--- config.mk ---
export PLATFORM = sky130hd
export DESIGN_NAME = dbg_txn_seq
export DESIGN_NICKNAME = d
export VERILOG_FILES = /design/src/rtl/dts_pkg.sv /design/src/rtl/dts_bank_track.sv /design/src/rtl/dts_idle_pick.sv /design/src/rtl/dts_scan_fmt.sv /design/src/rtl/dts_ctrl.sv /design/src/rtl/dbg_txn_seq.sv
export SDC_FILE = /design/constraint.sdc
export NUM_CORES = 1
export LEC_CHECK = 0
export BUFFER_PORTS_ARGS = -buffer_cell sky130_fd_sc_hd__buf_2
export CAP_MARGIN = 10
export CORE_ASPECT_RATIO = 0.6
export CORE_UTILIZATION = 53
export CTS_BUF_LIST = sky130_fd_sc_hd__clkbuf_2 sky130_fd_sc_hd__clkbuf_4 sky130_fd_sc_hd__clkbuf_8
export CTS_CLUSTER_DIAMETER = 100
export DETAILED_ROUTE_END_ITERATION = 10
export GPL_ROUTABILITY_DRIVEN = 0
export GPL_TIMING_DRIVEN = 0
export PLACE_DENSITY = 0.88
export SETUP_SLACK_MARGIN = 0.05
export SYNTH_ARGS = -nofsm -noshare
export SYNTH_HDL_FRONTEND = slang
export SYNTH_HIERARCHICAL = 1
export SYNTH_SLANG_ARGS = --single-unit
--- constraint.sdc ---
create_clock -name clk -period 5 [get_ports clk]
set_input_delay 0.5 -clock clk [delete_from_list [all_inputs] [get_ports clk]]
set_output_delay 0.5 -clock clk [all_outputs]
set_load 0.01 [all_outputs]
--- src/rtl/dts_pkg.sv ---
// Shared constants and types for the debug port transaction sequencer.
// Assumes the 4-bit JTAG instruction codes and 3-bit acknowledge codes of
// the debug port; everything else is parameterised in the modules.
package dts_pkg;

    localparam logic [3:0] IR_ABORT = 4'h8;
    localparam logic [3:0] IR_DPACC = 4'hA;
    localparam logic [3:0] IR_APACC = 4'hB;

    localparam logic [2:0] ACK_OK   = 3'b010;
    localparam logic [2:0] ACK_WAIT = 3'b001;

    localparam logic [1:0] DP_A_CTRL  = 2'b01;
    localparam logic [1:0] DP_A_SEL   = 2'b10;
    localparam logic [1:0] DP_A_RDBUF = 2'b11;

    typedef enum logic [2:0] {
        ST_OK      = 3'd0,
        ST_TIMEOUT = 3'd1,
        ST_ACKERR  = 3'd2,
        ST_STICKY  = 3'd3,
        ST_POWER   = 3'd4
    } status_e;

    typedef enum logic [2:0] {
        OP_NONE,
        OP_SEL,
        OP_ACC,
        OP_RDB,
        OP_CSR,
        OP_ABT,
        OP_CLR
    } op_e;

endpackage

--- src/rtl/dts_bank_track.sv ---
// Keeps the access-port bank last written to the select register.
// Assumes upd pulses exactly when a bank-select scan completes; the copy
// is empty after reset so the first access-port command programs the bank.
module dts_bank_track #(
    parameter int BANK_W = 4
) (
    input  logic              clk,
    input  logic              rst_n,
    input  logic              is_ap,
    input  logic [BANK_W-1:0] bank,
    input  logic              upd,
    output logic              need_sel
);

    logic              valid_q;
    logic [BANK_W-1:0] bank_q;

    // Record the bank once its select write has been scanned.
    always_ff @(posedge clk) begin
        if (!rst_n) begin
            valid_q <= 1'b0;
            bank_q  <= '0;
        end else if (upd) begin
            valid_q <= 1'b1;
            bank_q  <= bank;
        end
    end

    // A select write is needed for an access-port command to a new bank.
    always_comb begin
        need_sel = is_ap && (!valid_q || (bank_q != bank));
    end

endmodule

--- src/rtl/dts_idle_pick.sv ---
// Chooses the idle TCK count for a command scan.
// Assumes access-port data registers sit at DRW_OFS and in bank BD_BANK;
// a zero configured count simply yields zero.
module dts_idle_pick #(
    parameter int          ADDR_W  = 8,
    parameter int          IDLE_W  = 8,
    parameter logic [7:0]  DRW_OFS = 8'h0C,
    parameter int          BD_BANK = 1
) (
    input  logic              is_ap,
    input  logic [ADDR_W-1:0] addr,
    input  logic [IDLE_W-1:0] cfg_idle,
    output logic [IDLE_W-1:0] idle
);

    localparam int BANK_LSB = 4;
    localparam int BANK_W   = ADDR_W - BANK_LSB;
    localparam logic [BANK_W-1:0] BD_CODE = BANK_W'(BD_BANK);

    logic is_data_reg;

    // Flag the data register and the banked data window.
    always_comb begin
        is_data_reg = (addr == ADDR_W'(DRW_OFS)) ||
                      (addr[ADDR_W-1:BANK_LSB] == BD_CODE);
        idle = (is_ap && is_data_reg) ? cfg_idle : '0;
    end

endmodule

--- src/rtl/dts_scan_fmt.sv ---
// Builds the instruction, 35-bit data word and idle count of each scan.
// Assumes op is OP_NONE whenever no scan is wanted; the data word is
// {data, A[1:0], RnW} with RnW in bit 0.
module dts_scan_fmt
    import dts_pkg::*;
#(
    parameter int DATA_W   = 32,
    parameter int AP_W     = 8,
    parameter int BANK_W   = 4,
    parameter int IDLE_W   = 8,
    parameter int IR_W     = 4,
    parameter int ORUN_BIT = 1,
    parameter int SERR_BIT = 5
) (
    input  op_e               op,
    input  logic              is_ap,
    input  logic              rnw,
    input  logic [1:0]        reg_a,
    input  logic [BANK_W-1:0] bank,
    input  logic [DATA_W-1:0] wdata,
    input  logic [AP_W-1:0]   ap_num,
    input  logic [DATA_W-1:0] ctrl_base,
    input  logic [IDLE_W-1:0] acc_idle,
    output logic              req,
    output logic [IR_W-1:0]   ir,
    output logic [DATA_W+2:0] dr,
    output logic [IDLE_W-1:0] idle
);

    localparam int BANK_LSB = 4;
    localparam logic [DATA_W-1:0] STICKY_MASK =
        (DATA_W'(1) << ORUN_BIT) | (DATA_W'(1) << SERR_BIT);

    logic [DATA_W-1:0] data;
    logic [DATA_W-1:0] sel_word;
    logic [1:0]        a;
    logic              r;

    // Compose the select register value from port number and bank.
    always_comb begin
        sel_word = '0;
        sel_word[DATA_W-1 -: AP_W] = ap_num;
        sel_word[BANK_LSB +: BANK_W] = bank;
    end

    // Map the current step onto the scan fields.
    always_comb begin
        ir   = IR_W'(IR_DPACC);
        data = '0;
        a    = 2'b00;
        r    = 1'b0;
        idle = '0;
        case (op)
            OP_SEL: begin
                a    = DP_A_SEL;
                data = sel_word;
            end
            OP_ACC: begin
                ir   = is_ap ? IR_W'(IR_APACC) : IR_W'(IR_DPACC);
                a    = reg_a;
                r    = rnw;
                data = rnw ? '0 : wdata;
                idle = acc_idle;
            end
            OP_RDB: begin
                a = DP_A_RDBUF;
                r = 1'b1;
            end
            OP_CSR: begin
                a = DP_A_CTRL;
                r = 1'b1;
            end
            OP_ABT: begin
                ir   = IR_W'(IR_ABORT);
                data = DATA_W'(1);
            end
            OP_CLR: begin
                a    = DP_A_CTRL;
                data = ctrl_base | STICKY_MASK;
            end
            default: ;
        endcase
        req = (op != OP_NONE);
        dr  = {data, a, r};
    end

endmodule

--- src/rtl/dts_ctrl.sv ---
// Step sequencer: accepts one command, walks bank select, access, read
// buffer collection and the status phase, then emits one response.
// Assumes the scan engine pulses scan_done once per requested scan.
module dts_ctrl
    import dts_pkg::*;
#(
    parameter int ADDR_W   = 8,
    parameter int DATA_W   = 32,
    parameter int RETRY_W  = 8,
    parameter int ORUN_BIT = 1,
    parameter int SERR_BIT = 5,
    parameter int PWR_W    = 4
) (
    input  logic               clk,
    input  logic               rst_n,
    input  logic               cmd_valid,
    output logic               cmd_ready,
    input  logic               cmd_is_ap,
    input  logic               cmd_rnw,
    input  logic [ADDR_W-1:0]  cmd_addr,
    input  logic [DATA_W-1:0]  cmd_wdata,
    input  logic               need_sel,
    input  logic [RETRY_W-1:0] retry_max,
    output logic               q_is_ap,
    output logic               q_rnw,
    output logic [ADDR_W-1:0]  q_addr,
    output logic [DATA_W-1:0]  q_wdata,
    output op_e                op,
    output logic               sel_done,
    input  logic               scan_done,
    input  logic [2:0]         scan_ack,
    input  logic [DATA_W-1:0]  scan_rdata,
    output logic               rsp_valid,
    output logic [2:0]         rsp_status,
    output logic [DATA_W-1:0]  rsp_rdata
);

    typedef enum logic [3:0] {
        S_IDLE, S_PLAN, S_SEL, S_ACC, S_RDB,
        S_CSR, S_CSB, S_ABT, S_CLR, S_RSP
    } st_e;

    st_e                st_q;
    logic [RETRY_W-1:0] retry_q;
    status_e            status_q;
    logic [DATA_W-1:0]  rdata_q;
    logic               sticky;
    logic               powered;

    // Decode the fault and power fields of a captured status word.
    always_comb begin
        sticky  = scan_rdata[ORUN_BIT] | scan_rdata[SERR_BIT];
        powered = &scan_rdata[DATA_W-1 -: PWR_W];
    end

    // Advance the step machine and hold command, result and retry count.
    always_ff @(posedge clk) begin
        if (!rst_n) begin
            st_q     <= S_IDLE;
            retry_q  <= '0;
            status_q <= ST_OK;
            rdata_q  <= '0;
            q_is_ap  <= 1'b0;
            q_rnw    <= 1'b0;
            q_addr   <= '0;
            q_wdata  <= '0;
        end else begin
            case (st_q)
                S_IDLE: if (cmd_valid) begin
                    q_is_ap  <= cmd_is_ap;
                    q_rnw    <= cmd_rnw;
                    q_addr   <= cmd_addr;
                    q_wdata  <= cmd_wdata;
                    retry_q  <= '0;
                    rdata_q  <= '0;
                    status_q <= ST_OK;
                    st_q     <= S_PLAN;
                end
                S_PLAN: st_q <= need_sel ? S_SEL : S_ACC;
                S_SEL:  if (scan_done) st_q <= S_ACC;
                S_ACC:  if (scan_done) st_q <= q_rnw ? S_RDB : S_CSR;
                S_RDB:  if (scan_done) begin
                    rdata_q <= scan_rdata;
                    st_q    <= S_CSR;
                end
                S_CSR:  if (scan_done) st_q <= S_CSB;
                S_CSB:  if (scan_done) begin
                    if (scan_ack == ACK_OK) begin
                        if (sticky && powered) begin
                            st_q <= S_CLR;
                        end else if (sticky) begin
                            status_q <= ST_POWER;
                            st_q     <= S_RSP;
                        end else begin
                            st_q <= S_RSP;
                        end
                    end else if (scan_ack == ACK_WAIT) begin
                        if (retry_q == retry_max) begin
                            st_q <= S_ABT;
                        end else begin
                            retry_q <= retry_q + 1'b1;
                            st_q    <= S_CSR;
                        end
                    end else begin
                        status_q <= ST_ACKERR;
                        st_q     <= S_RSP;
                    end
                end
                S_ABT:  if (scan_done) begin
                    status_q <= ST_TIMEOUT;
                    st_q     <= S_RSP;
                end
                S_CLR:  if (scan_done) begin
                    status_q <= ST_STICKY;
                    st_q     <= S_RSP;
                end
                S_RSP:  st_q <= S_IDLE;
                default: st_q <= S_IDLE;
            endcase
        end
    end

    // Name the scan each step wants from the formatter.
    always_comb begin
        case (st_q)
            S_SEL:   op = OP_SEL;
            S_ACC:   op = OP_ACC;
            S_RDB:   op = OP_RDB;
            S_CSR:   op = OP_CSR;
            S_CSB:   op = OP_RDB;
            S_ABT:   op = OP_ABT;
            S_CLR:   op = OP_CLR;
            default: op = OP_NONE;
        endcase
    end

    // Drive handshakes and the response from the held state.
    always_comb begin
        cmd_ready  = (st_q == S_IDLE);
        sel_done   = (st_q == S_SEL) && scan_done;
        rsp_valid  = (st_q == S_RSP);
        rsp_status = status_q;
        rsp_rdata  = rdata_q;
    end

endmodule

--- src/rtl/dbg_txn_seq.sv ---
// Top level: debug port transaction sequencer. Joins the step machine,
// the bank copy, the idle-count choice and the scan formatter.
// Assumes one command in flight and a scan engine that pulses scan_done.
module dbg_txn_seq
    import dts_pkg::*;
#(
    parameter int ADDR_W   = 8,
    parameter int DATA_W   = 32,
    parameter int AP_W     = 8,
    parameter int IDLE_W   = 8,
    parameter int RETRY_W  = 8,
    parameter int IR_W     = 4,
    parameter int ORUN_BIT = 1,
    parameter int SERR_BIT = 5
) (
    input  logic               clk,
    input  logic               rst_n,
    input  logic               cmd_valid,
    output logic               cmd_ready,
    input  logic               cmd_is_ap,
    input  logic               cmd_rnw,
    input  logic [ADDR_W-1:0]  cmd_addr,
    input  logic [DATA_W-1:0]  cmd_wdata,
    output logic               rsp_valid,
    output logic [2:0]         rsp_status,
    output logic [DATA_W-1:0]  rsp_rdata,
    input  logic [AP_W-1:0]    cfg_ap_num,
    input  logic [IDLE_W-1:0]  cfg_idle_tck,
    input  logic [RETRY_W-1:0] cfg_retry_max,
    input  logic [DATA_W-1:0]  cfg_ctrl_base,
    output logic               scan_req,
    output logic [IR_W-1:0]    scan_ir,
    output logic [DATA_W+2:0]  scan_dr,
    output logic [IDLE_W-1:0]  scan_idle,
    input  logic               scan_done,
    input  logic [2:0]         scan_ack,
    input  logic [DATA_W-1:0]  scan_rdata
);

    localparam int BANK_LSB = 4;
    localparam int BANK_W   = ADDR_W - BANK_LSB;

    logic              q_is_ap;
    logic              q_rnw;
    logic [ADDR_W-1:0] q_addr;
    logic [DATA_W-1:0] q_wdata;
    op_e               op;
    logic              sel_done;
    logic              need_sel;
    logic [IDLE_W-1:0] acc_idle;

    dts_ctrl #(
        .ADDR_W(ADDR_W), .DATA_W(DATA_W), .RETRY_W(RETRY_W),
        .ORUN_BIT(ORUN_BIT), .SERR_BIT(SERR_BIT), .PWR_W(4)
    ) u_ctrl (
        .clk(clk), .rst_n(rst_n),
        .cmd_valid(cmd_valid), .cmd_ready(cmd_ready),
        .cmd_is_ap(cmd_is_ap), .cmd_rnw(cmd_rnw),
        .cmd_addr(cmd_addr), .cmd_wdata(cmd_wdata),
        .need_sel(need_sel), .retry_max(cfg_retry_max),
        .q_is_ap(q_is_ap), .q_rnw(q_rnw), .q_addr(q_addr), .q_wdata(q_wdata),
        .op(op), .sel_done(sel_done),
        .scan_done(scan_done), .scan_ack(scan_ack), .scan_rdata(scan_rdata),
        .rsp_valid(rsp_valid), .rsp_status(rsp_status), .rsp_rdata(rsp_rdata)
    );

    dts_bank_track #(.BANK_W(BANK_W)) u_bank (
        .clk(clk), .rst_n(rst_n),
        .is_ap(q_is_ap), .bank(q_addr[ADDR_W-1:BANK_LSB]),
        .upd(sel_done), .need_sel(need_sel)
    );

    dts_idle_pick #(.ADDR_W(ADDR_W), .IDLE_W(IDLE_W)) u_idle (
        .is_ap(q_is_ap), .addr(q_addr), .cfg_idle(cfg_idle_tck), .idle(acc_idle)
    );

    dts_scan_fmt #(
        .DATA_W(DATA_W), .AP_W(AP_W), .BANK_W(BANK_W), .IDLE_W(IDLE_W),
        .IR_W(IR_W), .ORUN_BIT(ORUN_BIT), .SERR_BIT(SERR_BIT)
    ) u_fmt (
        .op(op), .is_ap(q_is_ap), .rnw(q_rnw), .reg_a(q_addr[3:2]),
        .bank(q_addr[ADDR_W-1:BANK_LSB]), .wdata(q_wdata),
        .ap_num(cfg_ap_num), .ctrl_base(cfg_ctrl_base), .acc_idle(acc_idle),
        .req(scan_req), .ir(scan_ir), .dr(scan_dr), .idle(scan_idle)
    );

endmodule

[Word-level counts from Yosys, hierarchy flattened]
Index checks and enable logic that the tools add are counted.
W data, S select, Z words.
Storage, ports and cells
  bits in registers: 94
  bits of input ports: 137
  output and inout bits: 85
Cells by class
  add/subtract/negate cells: 1
  equal/unequal tests: 36
  mux-type cells: 41
  bitwise logic cells: 1
  reduce and logical (&&, ||, !) cells: 22
Operators with widths (number)
  $pmux W32 S4: 1
  $mux W32: 3
  $pmux W32 S2: 1
  $mux W8: 7
  $mux W4: 9
  $pmux W4 S8: 1
  $mux W3: 8
  $ne A2 B2 Y1 const B: 10
  $pmux W3 S6: 1
  $eq A4 B3 Y1 const B: 4
  $pmux W8 S2: 1
  $pmux W3 S4: 1
  $eq A3 B2 Y1 const B: 3
  $eq A3 B3 Y1 const B: 3
  $add A8 B1 Y8 const B: 1
  $eq A4 B1 Y1 const B: 2
  $eq A4 B2 Y1 const B: 2
  $eq A4 B4 Y1 const B: 2
  $eq A8 B4 Y1 const B: 1
  $eq A8 B8 Y1: 1
  $pmux W2 S4: 1
  $pmux W4 S2: 1
  $reduce_and A8 Y1: 1
  $reduce_or A2 Y1: 4
  other kinds (21): 32

[Depth between registers and ports, before layout]
Gate-level depths: netlist (run 1).
  word-level depth: 6
  mapped depth: 11

[Modules after synthesis]
Netlist (run 1), hierarchy kept.
Modules (own cells, without submodules)
  dts_ctrl: times used 1, cells an instance 482, area an instance 3852.4 µm²
  dts_scan_fmt: times used 1, cells an instance 90, area an instance 726.9 µm²
  dts_bank_track: times used 1, cells an instance 22, area an instance 230.2 µm²
  dts_idle_pick: times used 1, cells an instance 21, area an instance 173.9 µm²

[Least setup slack after synthesis (run 1)]
No wires, ideal clock.
  path kind: flip-flop to output port
  start point: register u_ctrl.st_q[2]
  end point: output scan_dr[10]
  data arrival time: 2.475 ns
  data required time: 4.500 ns
  setup slack: 2.025 ns
  cell stages (with the launch flop): 10
  cells stage by stage: dfxtp_1 > buf_6 > clkbuf_1 > mux2_2 > o22ai_1 > inv_1 > ha_1 > dlygate4sd1_1 > and4_2 > a221o_1
On the way
  cells in the longest elaborated chain, start to end: 5
  elaborated cells on any way between the ends: 14
RTL lines
  start, declared: RTL line dts_ctrl.sv:43  | st_e st_q;
  start signal, assigned: RTL line dts_ctrl.sv:79  | S_PLAN: st_q <= need_sel ? S_SEL : S_ACC;
  start signal, assigned: RTL line dts_ctrl.sv:81  | S_ACC: if (scan_done) st_q <= q_rnw ? S_RDB : S_CSR;
  $eq A4 B3 Y1: RTL line dts_ctrl.sv:125  | case (st_q)
  $reduce_or A2 Y1 (no line)
  $pmux W3 S6 *: RTL line dts_ctrl.sv:125
  via op[1]: RTL line dbg_txn_seq.sv:47  | op_e op;
  $eq A3 B3 Y1 (tied with other cells): RTL line dts_scan_fmt.sv:53  | case (op)
  $pmux W32 S4 *: RTL line dts_scan_fmt.sv:53
  end, declared: RTL line dbg_txn_seq.sv:33  | output logic [DATA_W+2:0] scan_dr,
The timed path passes the listed nets; every way through them passes the cells marked *.

[Worst setup path after layout (run 1)]
  start point: register u_ctrl.st_q[2]
  end point: output scan_dr[7]
Same word-level chain as after synthesis.

==> impl_metrics.json, run 1 <==
{
  "status": "finished, final reports clean",
  "grt_overflow_total": 0,
  "synth_fp_nets": 757,
  "cts_made_buffers": 9,
  "use_met2": 0.535,
  "synth_cell_type_count": 72,
  "route.detailed.drc": 0,
  "seq_power_share": 0.458,
  "cts_hold_buf": 0,
  "clk_pin_slew_ns": 0.09,
  "synth-seq-area-share": 0.378,
  "skew_ns": 0.0114,
  "grt_pass1_wl_um": 25100,
  "syn_to_final_growth_pct": 29.9,
  "crit_type": "flip-flop to output pin",
  "required_ns": 4.50,
  "drv_slew": 0,
  "syn_inst": 615,
  "clkPwrFrac": 0.351,
  "cp_max_fo": 10,
  "p_sw_mw": 0.508,
  "fmax_mhz": 262,
  "die_w_um": 127,
  "synthFlopType": "dfxtp_1",
  "switching_share": 0.288,
  "initial_core_util": 0.565,
  "critPathSlowestCell": "mux2_2",
  "critical-path-max-stage-delay_ns": 0.38,
  "hpwl_um": 12300,
  "fin_nets": 985,
  "first_iter_violations": 455,
  "fin_setup_tns_ns": 0,
  "h-tree-depth": 3,
  "rrSetupSlack_ns": 3.01,
  "ys_async_sr_fraction": 0,
  "ys_warn_count": 6,
  "std_cell_rows": 26,
  "synth_largest_area_cell": "dfxtp_1",
  "cts_tree": "done",
  "routed_via_density": 5.67,
  "p_int_mw": 1.26,
  "port-buffer-count": 217,
  "antenna_found_initial": 0,
  "io_pins": 222,
  "peakVddDrop_mv": 0.256,
  "holdCritPathClass": "input pin to flip-flop",
  "reg2regPathDepth": 8,
  "grt_use_met1": 0.413,
  "cp-startpoint": "u_ctrl/st_q[2]$_SDFFE_PN0P_",
  "power_frac_comb": 0.191,
  "fin_crit_ns": 3.81,
  "antenna_left": 0,
  "yosysMostFrequentCell": "nand2_1",
  "total_power_mw": 1.76,
  "dp_worst_setup_slack_ns": 1.63,
  "grt_use_met3": 0.0886,
  "core_area_um2": 8820,
  "synth_top_area_share": 0.378,
  "grt_use_total": 0.325,
  "hold_slack_ns": 0.351,
  "grt_pass1_vias": 5216,
  "rsz0062_at_grt": "false",
  "synth_common_cells": "135 x nand2_1, 94 x dfxtp_1, 87 x a21oi_1",
  "vias": 5518,
  "grt_max_degree": 16,
  "p_leak_nw": 2.94,
  "synth_area_leaders": "dfxtp_1 38%, nand2_1 10%, a21oi_1 8.7%",
  "crit_chain": "buf_6, clkbuf_1, mux2_2, o22ai_1, inv_1, ha_1, dlygate4sd1_1, and4_2, a221o_1, buf_2",
  "hold_viol": 0,
  "reg2reg_from": "u_ctrl/st_q[2]$_SDFFE_PN0P_",
  "antennaDiodeCount": 0,
  "power_density_nw_per_um2": 273,
  "drive_above_1_share": 0.355,
  "cts_setup_buffers": 0,
  "synth.avg_cell_area_um2": 8.10,
  "endpoint_kind": "output pin",
  "cp-endpoint": "scan_dr[7]",
  "relSlewSlack": 0.581,
  "clock_sinks": 94,
  "synth_edf_count": 0,
  "root_buffer": "clkbuf_8",
  "busiest_layer": "met2",
  "netlist_area_um2": 4980,
  "drt-wirelength-per-cell_um": 16.4,
  "firstDrtPassIters": 5,
  "worst_pin_slew_ns": 0.629,
  "reg2reg_to": "u_ctrl/rsp_rdata[10]$_SDFFE_PN0P_",
  "cap_violations": 0,
  "wl_um": 16000,
  "period_share": 0.763,
  "setup_slack_ns": 1.19,
  "clockBufferDepth": 2,
  "clk_latency_ns": 0.38,
  "dieArea_um2": 9810,
  "startpoint_type": "flip-flop",
  "ys_ff_latch": 94,
  "cts_resized": 0,
  "crit_arrival_ns": 3.31,
  "setup_viol": 0,
  "die_h_um": 77.1
}
## per-stage QoR
step / area (µm²) / util / cells
2_1_floorplan: 4980 / - / 615
3_3_place_gp: 6230 / 0.706 / 958
3_5_place_dp: 6230 / 0.706 / 958
4_1_cts: 6470 / 0.734 / 974
5_1_grt: 6470 / 0.734 / 974
6_report: 6470 / 0.734 / 974
## power by group through the flow
stage | clock (mW) | combinational (mW) | sequential [mW]
2_1_floorplan | 0 | 0.204 | 0.816
3_3_place_gp | 0 | 0.313 | 0.822
3_5_place_dp | 0 | 0.328 | 0.824
4_1_cts | 0.623 | 0.329 | 0.807
5_1_grt | 0.655 | 0.366 | 0.811
6_report | 0.620 | 0.337 | 0.807
## layout by cell type, fill, tap and decap left out, types with 3 or more instances in the layout
cell type  synthesis  routed
buf_2             15     232
nand2_1          135     135
dfxtp_1           94      94
a21oi_1           87      87
nand3_1           38      38
clkbuf_1          23      23
a22o_1            18      18
nor2_1            16      16
inv_1             14      14
and2_1            12      12
a221o_1           12      12
xor2_1            11      11
buf_6             10      10
clkbuf_8           0       9
mux2i_1            8       8
and4_2             8       8
a211oi_2           8       8
nor2b_1            7       7
buf_4              6       6
or4_1              5       5
o21ai_0            5       5
ha_1               5       5
o31ai_1            4       4
a211oi_1           4       4
bufinv_16          0       3
nor3_1             3       3
a31oi_1            3       3
o22ai_1            3       3
nor4_1             3       3
and4_1             3       3
## cells by family (layout without fill, tap and decap cells)
family | after synthesis | after routing | synth area share
compound gates | 162 | 162 | 0.222
mux | 9 | 9 | 0.0183
buf+inv | 70 | 303 | 0.0771
fa+ha+maj | 5 | 5 | 0.0126
flops | 94 | 94 | 0.378
other cells | 2 | 2 | 0.00151
xor+xnor | 12 | 12 | 0.0211
simple gates | 261 | 261 | 0.269
## layer usage
| metal | vias to the layer above | share of wire | wire (µm) |
|---|---|---|---|
| li1 | 2613 | - | - |
| met1 | 2565 | 0.42 | 6640 |
| met2 | 307 | 0.47 | 7510 |
| met3 | 33 | 0.098 | 1570 |
| met4 | 0 | 0.017 | 273 |
| met5 | - | 0 | 0 |
## worst max-delay path: cells and delay by family (launching register included)
family | cells | cell delay [ns]
simple gates | 1 | 0.25
compound gates | 2 | 0.51
fa+ha+maj | 1 | 0.36
flops | 1 | 0.34
buf+inv | 5 | 1.09
mux | 1 | 0.38
## final cells by class
class	count	area [µm²]
multi-input cells	451	2720
fillers	680	2340
flip-flops and latches	94	1880
repair buffers	217	1090
plain buffers	55	328
well taps	126	158
clock buffers	11	139
clock inverters	5	106
inverters	15	56.3
## worst min-delay path by stage
stage,start,to,slack (ns),depth (start not counted)
floorplan,u_bank/valid_q$_SDFFE_PN0P_,u_bank/valid_q$_SDFFE_PN0P_,0.43,1
global placement,u_ctrl/rsp_rdata[9]$_SDFFE_PN0P_,u_ctrl/rsp_rdata[9]$_SDFFE_PN0P_,0.44,2
detailed placement,u_ctrl/q_addr[0]$_SDFFE_PN0P_,u_ctrl/q_addr[0]$_SDFFE_PN0P_,0.44,2
CTS,cmd_wdata[13],u_ctrl/q_wdata[13]$_SDFFE_PN0P_,0.34,3
global route,cmd_wdata[18],u_ctrl/q_wdata[18]$_SDFFE_PN0P_,0.34,3
finish,cmd_wdata[13],u_ctrl/q_wdata[13]$_SDFFE_PN0P_,0.35,3
## flip-flops by register name, summed over array words and instances (netlist names)
register,cells
u_ctrl/q_rnw,1
u_ctrl/retry_q,8
u_bank/valid_q,1
u_ctrl/st_q,4
u_ctrl/rsp_status,3
u_ctrl/q_addr,8
u_ctrl/q_wdata,32
u_ctrl/rsp_rdata,32
u_bank/bank_q,4
u_ctrl/q_is_ap,1
Note: power is estimated with default switching activity, not from simulation.
==> inputs of run 2 (changes only) <==
- CORE_UTILIZATION: 53 -> 49
- PLACE_DENSITY: 0.88 -> 0.83
- clock period: 5 -> 3.6 ns (I/O delays scaled with it)
==> impl_metrics.json, run 2 (same netlist as run 1, synthesis figures left out) <==
{
  "hold_path_end": "u_ctrl/q_wdata[28]$_SDFFE_PN0P_",
  "power_density_nw_per_um2": 351,
  "crit_chain": "buf_6, buf_6, nand2_1, mux2_2, o22ai_2, inv_1, ha_2, nor4bb_2, buf_4, buf_6, a22o_1, buf_2",
  "total_power_mw": 2.26,
  "critPathSlowestCell": "dfxtp_1",
  "cp_max_fo": 10,
  "reg2reg_to": "u_ctrl/rsp_rdata[12]$_SDFFE_PN0P_",
  "rrSetupSlack_ns": 1.52,
  "skew_ns": 0.0146,
  "required_ns": 3.24,
  "drv_slew": 0,
  "status": "finished, final reports clean",
  "cp_num_buf_inv": 6,
  "first_iter_violations": 311,
  "worst_pin_slew_ns": 0.605,
  "routed_via_density": 5.47,
  "final_cell_mix": "231 x buf_2, 135 x nand2_1, 94 x dfxtp_1, 87 x a21oi_1, 38 x nand3_1",
  "hp-start": "cmd_wdata[28]",
  "peakVddDrop_mv": 0.227,
  "antenna_found_initial": 2,
  "relSlewSlack": 0.597,
  "fin_nets": 982,
  "route.detailed.drc": 0,
  "initial_core_util": 0.504,
  "hold_viol": 0,
  "vias": 5362,
  "drt-wirelength-per-cell_um": 16.0,
  "wl_um": 15700,
  "stdcell_count": 980,
  "cp_top_family": "buffers and inverters",
  "port-buffer-count": 217,
  "fin_setup_tns_ns": 0,
  "cts_resized": 2,
  "clock_sinks": 94,
  "die_w_um": 132,
  "clockBufferDepth": 2,
  "antenna_left": 0,
  "fmax_mhz": 291,
  "fin_crit_ns": 3.44,
  "mostFrequentLayoutCell": "buf_2",
  "crit_arrival_ns": 3.08,
  "fillers": 869,
  "cp_num_cells": 12,
  "cp_common_cell": "buf_6",
  "rsz0062_at_grt": "false",
  "die_h_um": 80.1,
  "clk_latency_ns": 0.38,
  "multi_input_area_um2": 2730,
  "cts_made_buffers": 9,
  "cts_tree": "done",
  "cts_setup_buffers": 0,
  "grt_pass1_vias": 4983,
  "dp_cells": 967,
  "endpoint_kind": "output pin",
  "syn_to_final_growth_pct": 29.1,
  "startpoint_type": "flip-flop",
  "dieArea_um2": 10600,
  "io_pins": 222,
  "grt_use_total": 0.290,
  "cap_violations": 0,
  "grt_max_degree": 19,
  "cts_hold_buf": 0,
  "grt_pass1_wl_um": 24100,
  "period_share": 0.954,
  "reg2regPathDepth": 8,
  "firstDrtPassIters": 5,
  "hpwl_um": 12200,
  "drive_above_1_share": 0.362,
  "antennaDiodeCount": 0,
  "clk_pin_slew_ns": 0.10,
  "h-tree-depth": 3,
  "reg2reg_from": "u_ctrl/st_q[1]$_SDFFE_PN0P_",
  "register_area_um2": 1880,
  "setup_viol": 0,
  "hold_depth": 3,
  "p_leak_nw": 2.91,
  "root_buffer": "clkbuf_8",
  "grt_overflow_total": 0,
  "holdCritPathClass": "input pin to flip-flop",
  "crit_type": "flip-flop to output pin",
  "core_area_um2": 9880,
  "critical-path-max-stage-delay_ns": 0.42,
  "std_cell_rows": 28
}
## run 2: changes by cell type in the layout (fill, tap and decap cells not counted), moves of 2 or more
cell       change
bufinv_16      -3
clkbuf_1       -4
clkbuf_4       -2
clkinv_4       +2
## run 2: where the power goes
group | switching, mW | leakage, nW | internal [mW] | total (mW)
Clock | 0.406 | 0.0877 | 0.259 | 0.665
Sequential | 0.0356 | 0.764 | 1.09 | 1.12
Combinational | 0.286 | 2.06 | 0.184 | 0.470
Total | 0.727 | 2.91 | 1.53 | 2.26
## run 2: area by class of cell
type	count	area share
Clock buffer	9	0.0193
Clock inverter	7	0.00895
Tap cell	135	0.0263
Inverter	15	0.00875
Buffer	52	0.0508
Multi-Input combinational cell	451	0.425
Sequential cell	94	0.292
Timing Repair Buffer	217	0.169
## run 2: layer usage
metal  up-vias  wire length [µm]  global-route usage
met5         -                10                   0
met4         2               136              0.0793
met3        16              1390              0.0821
met2       232              7340               0.491
met1      2493              6810               0.365
li1       2619                 -                   -
## run 2: worst max path at each step
| stage | slack [ns] | to | startpoint |
|---|---|---|---|
| after global placement | 0.44 | scan_dr[7] | u_ctrl/st_q[2]$_SDFFE_PN0P_ |
| after global routing | 0.06 | scan_dr[13] | u_ctrl/st_q[0]$_SDFFE_PN0P_ |
| after floorplan | 0.77 | scan_dr[10] | u_ctrl/st_q[2]$_SDFFE_PN0P_ |
| after CTS | 0.05 | scan_dr[13] | u_ctrl/st_q[0]$_SDFFE_PN0P_ |
| final | 0.16 | scan_dr[25] | u_ctrl/st_q[0]$_SDFFE_PN0P_ |
| after detailed placement | 0.32 | scan_dr[32] | u_ctrl/st_q[2]$_SDFFE_PN0P_ |
## run 2: tightest hold or removal path, cell delays in order
cell and delay, ns:
buf_2 0.09, nand2_1 0.05, a21oi_1 0.05
## run 2: metrics by stage
stage / util / setup WS, ns / hold slack (ns) / area, µm²
final: 0.651 / 0.165 / 0.214 / 6430
after global routing: 0.651 / 0.0625 / 0.201 / 6430
after CTS: 0.650 / 0.0507 / 0.201 / 6420
after detailed placement: 0.631 / 0.324 / 0.441 / 6240
after global placement: 0.631 / 0.442 / 0.435 / 6240
after floorplan: - / 0.765 / 0.427 / 4980
==> inputs of run 3 (changes only) <==
- REMOVE_ABC_BUFFERS: not set -> 1
==> impl_metrics.json, run 3 (same netlist as run 1, synthesis figures left out) <==
{
  "core_area_um2": 9880,
  "root_buffer": "clkbuf_8",
  "endpoint_kind": "output pin",
  "clockBufferDepth": 2,
  "cts_tree": "done",
  "final_cell_mix": "217 x buf_2, 134 x nand2_1, 90 x dfxtp_1, 86 x a21oi_1, 38 x nand3_1",
  "port-buffer-count": 217,
  "clk_pin_slew_ns": 0.10,
  "grt_max_degree": 48,
  "setup_slack_ns": 0.282,
  "routed_via_density": 5.58,
  "hold_viol": 0,
  "grt_overflow_total": 0,
  "drv_slew": 0,
  "power_density_nw_per_um2": 374,
  "holdCritPathClass": "input pin to flip-flop",
  "fmax_mhz": 301,
  "hpwl_um": 10400,
  "required_ns": 3.24,
  "clock_sinks": 94,
  "dp_worst_setup_slack_ns": -0.326,
  "firstDrtPassIters": 5,
  "grt_pass1_wl_um": 22900,
  "syn_to_final_growth_pct": 25.6,
  "hold_slack_ns": 0.228,
  "crit_type": "flip-flop to output pin",
  "wl_um": 14800,
  "grt_pass1_vias": 4728,
  "antennaDiodeCount": 0,
  "antenna_left": 0,
  "fin_crit_ns": 3.32,
  "drt-wirelength-per-cell_um": 15.8,
  "cts_made_buffers": 9,
  "status": "finished, final reports clean",
  "cp_max_fo": 19,
  "initial_core_util": 0.504,
  "dieArea_um2": 10600,
  "peakVddDrop_mv": 0.189,
  "fillers": 882,
  "clk_latency_ns": 0.36,
  "fin_nets": 936,
  "antenna_found_initial": 0,
  "std_cell_rows": 28,
  "crit_arrival_ns": 2.96,
  "grt_use_total": 0.269,
  "mostFrequentLayoutCell": "buf_2",
  "rsz0062_at_grt": "false",
  "die_h_um": 80.1,
  "cap_violations": 0,
  "relSlewSlack": 0.274,
  "die_w_um": 132,
  "drive_above_1_share": 0.358,
  "worst_pin_slew_ns": 1.09,
  "setup_viol": 0,
  "vias": 5212,
  "first_iter_violations": 411,
  "cts_hold_buf": 0,
  "skew_ns": 0.0114,
  "startpoint_type": "flip-flop",
  "period_share": 0.922,
  "h-tree-depth": 3,
  "route.detailed.drc": 0,
  "p_leak_nw": 2.78,
  "io_pins": 222
}
[run 3: cell type report]
type | count | area, µm² | area share
Timing Repair Buffer | 223 | 1170 | 0.186
Inverter | 15 | 56.3 | 0.00899
Sequential cell | 94 | 1890 | 0.303
Multi-Input combinational cell | 451 | 2760 | 0.440
Tap cell | 135 | 169 | 0.0270
Clock buffer | 9 | 124 | 0.0198
Clock inverter | 7 | 96.3 | 0.0154
[run 3: stage by stage]
step,instances,power [mW],cell area [µm²],setup TNS (ns),utilization
6_report,934,2.34,6260,0,0.634
3_5_place_dp,916,1.56,6000,-8.37,0.607
5_1_grt,934,2.45,6260,0,0.634
2_1_floorplan,560,1.37,4660,-43.39,-
4_1_cts,934,2.35,6240,0,0.632
3_3_place_gp,912,1.53,5910,-115.13,0.598
[run 3: where the power goes]
| group | internal (mW) | switching [mW] |
|---|---|---|
| Combinational | 0.163 | 0.256 |
| Sequential | 1.09 | 0.0489 |
| Clock | 0.395 | 0.390 |
| Total | 1.65 | 0.695 |
[run 3: repair_timing]
action / 4_1_cts / 5_1_grt
setup buffers: 2 / 0
gates resized for setup: 6 / 4
pin swaps: 1 / 0
setup endpoints to repair: 32 / 32
gates cloned: 0 / 0
[run 3: metal layers]
metal	global-route usage	vias to the layer above	part of all wire
li1	-	2515	-
met1	0.351	2435	0.43
met2	0.444	248	0.47
met3	0.0688	14	0.091
met4	0.0667	0	0.0078
met5	0	-	0
[run 3: critical path, cell delays in order (launching register included)]
cell,delay (ns)
dfxtp_4,0.49
mux2_2,0.36
o22ai_1,0.26
ha_2,0.48
nor4bb_4,0.39
buf_4,0.27
a221o_1,0.20
buf_2,0.15
[run 3: worst paths after layout]
check,cells past startpoint,end,from,slack (ns)
setup / recovery,7,scan_dr[28],u_ctrl/st_q[2]$_SDFFE_PN0P_,0.28
hold / removal,3,u_ctrl/q_wdata[7]$_SDFFE_PN0P_,cmd_wdata[7],0.23
setup reg to reg,5,u_ctrl/rsp_rdata[15]$_SDFFE_PN0P_,u_ctrl/st_q[3]$_SDFFE_PN0P_,0.63
hold reg to reg,2,u_ctrl/rsp_rdata[19]$_SDFFE_PN0P_,u_ctrl/rsp_rdata[19]$_SDFFE_PN0P_,0.46
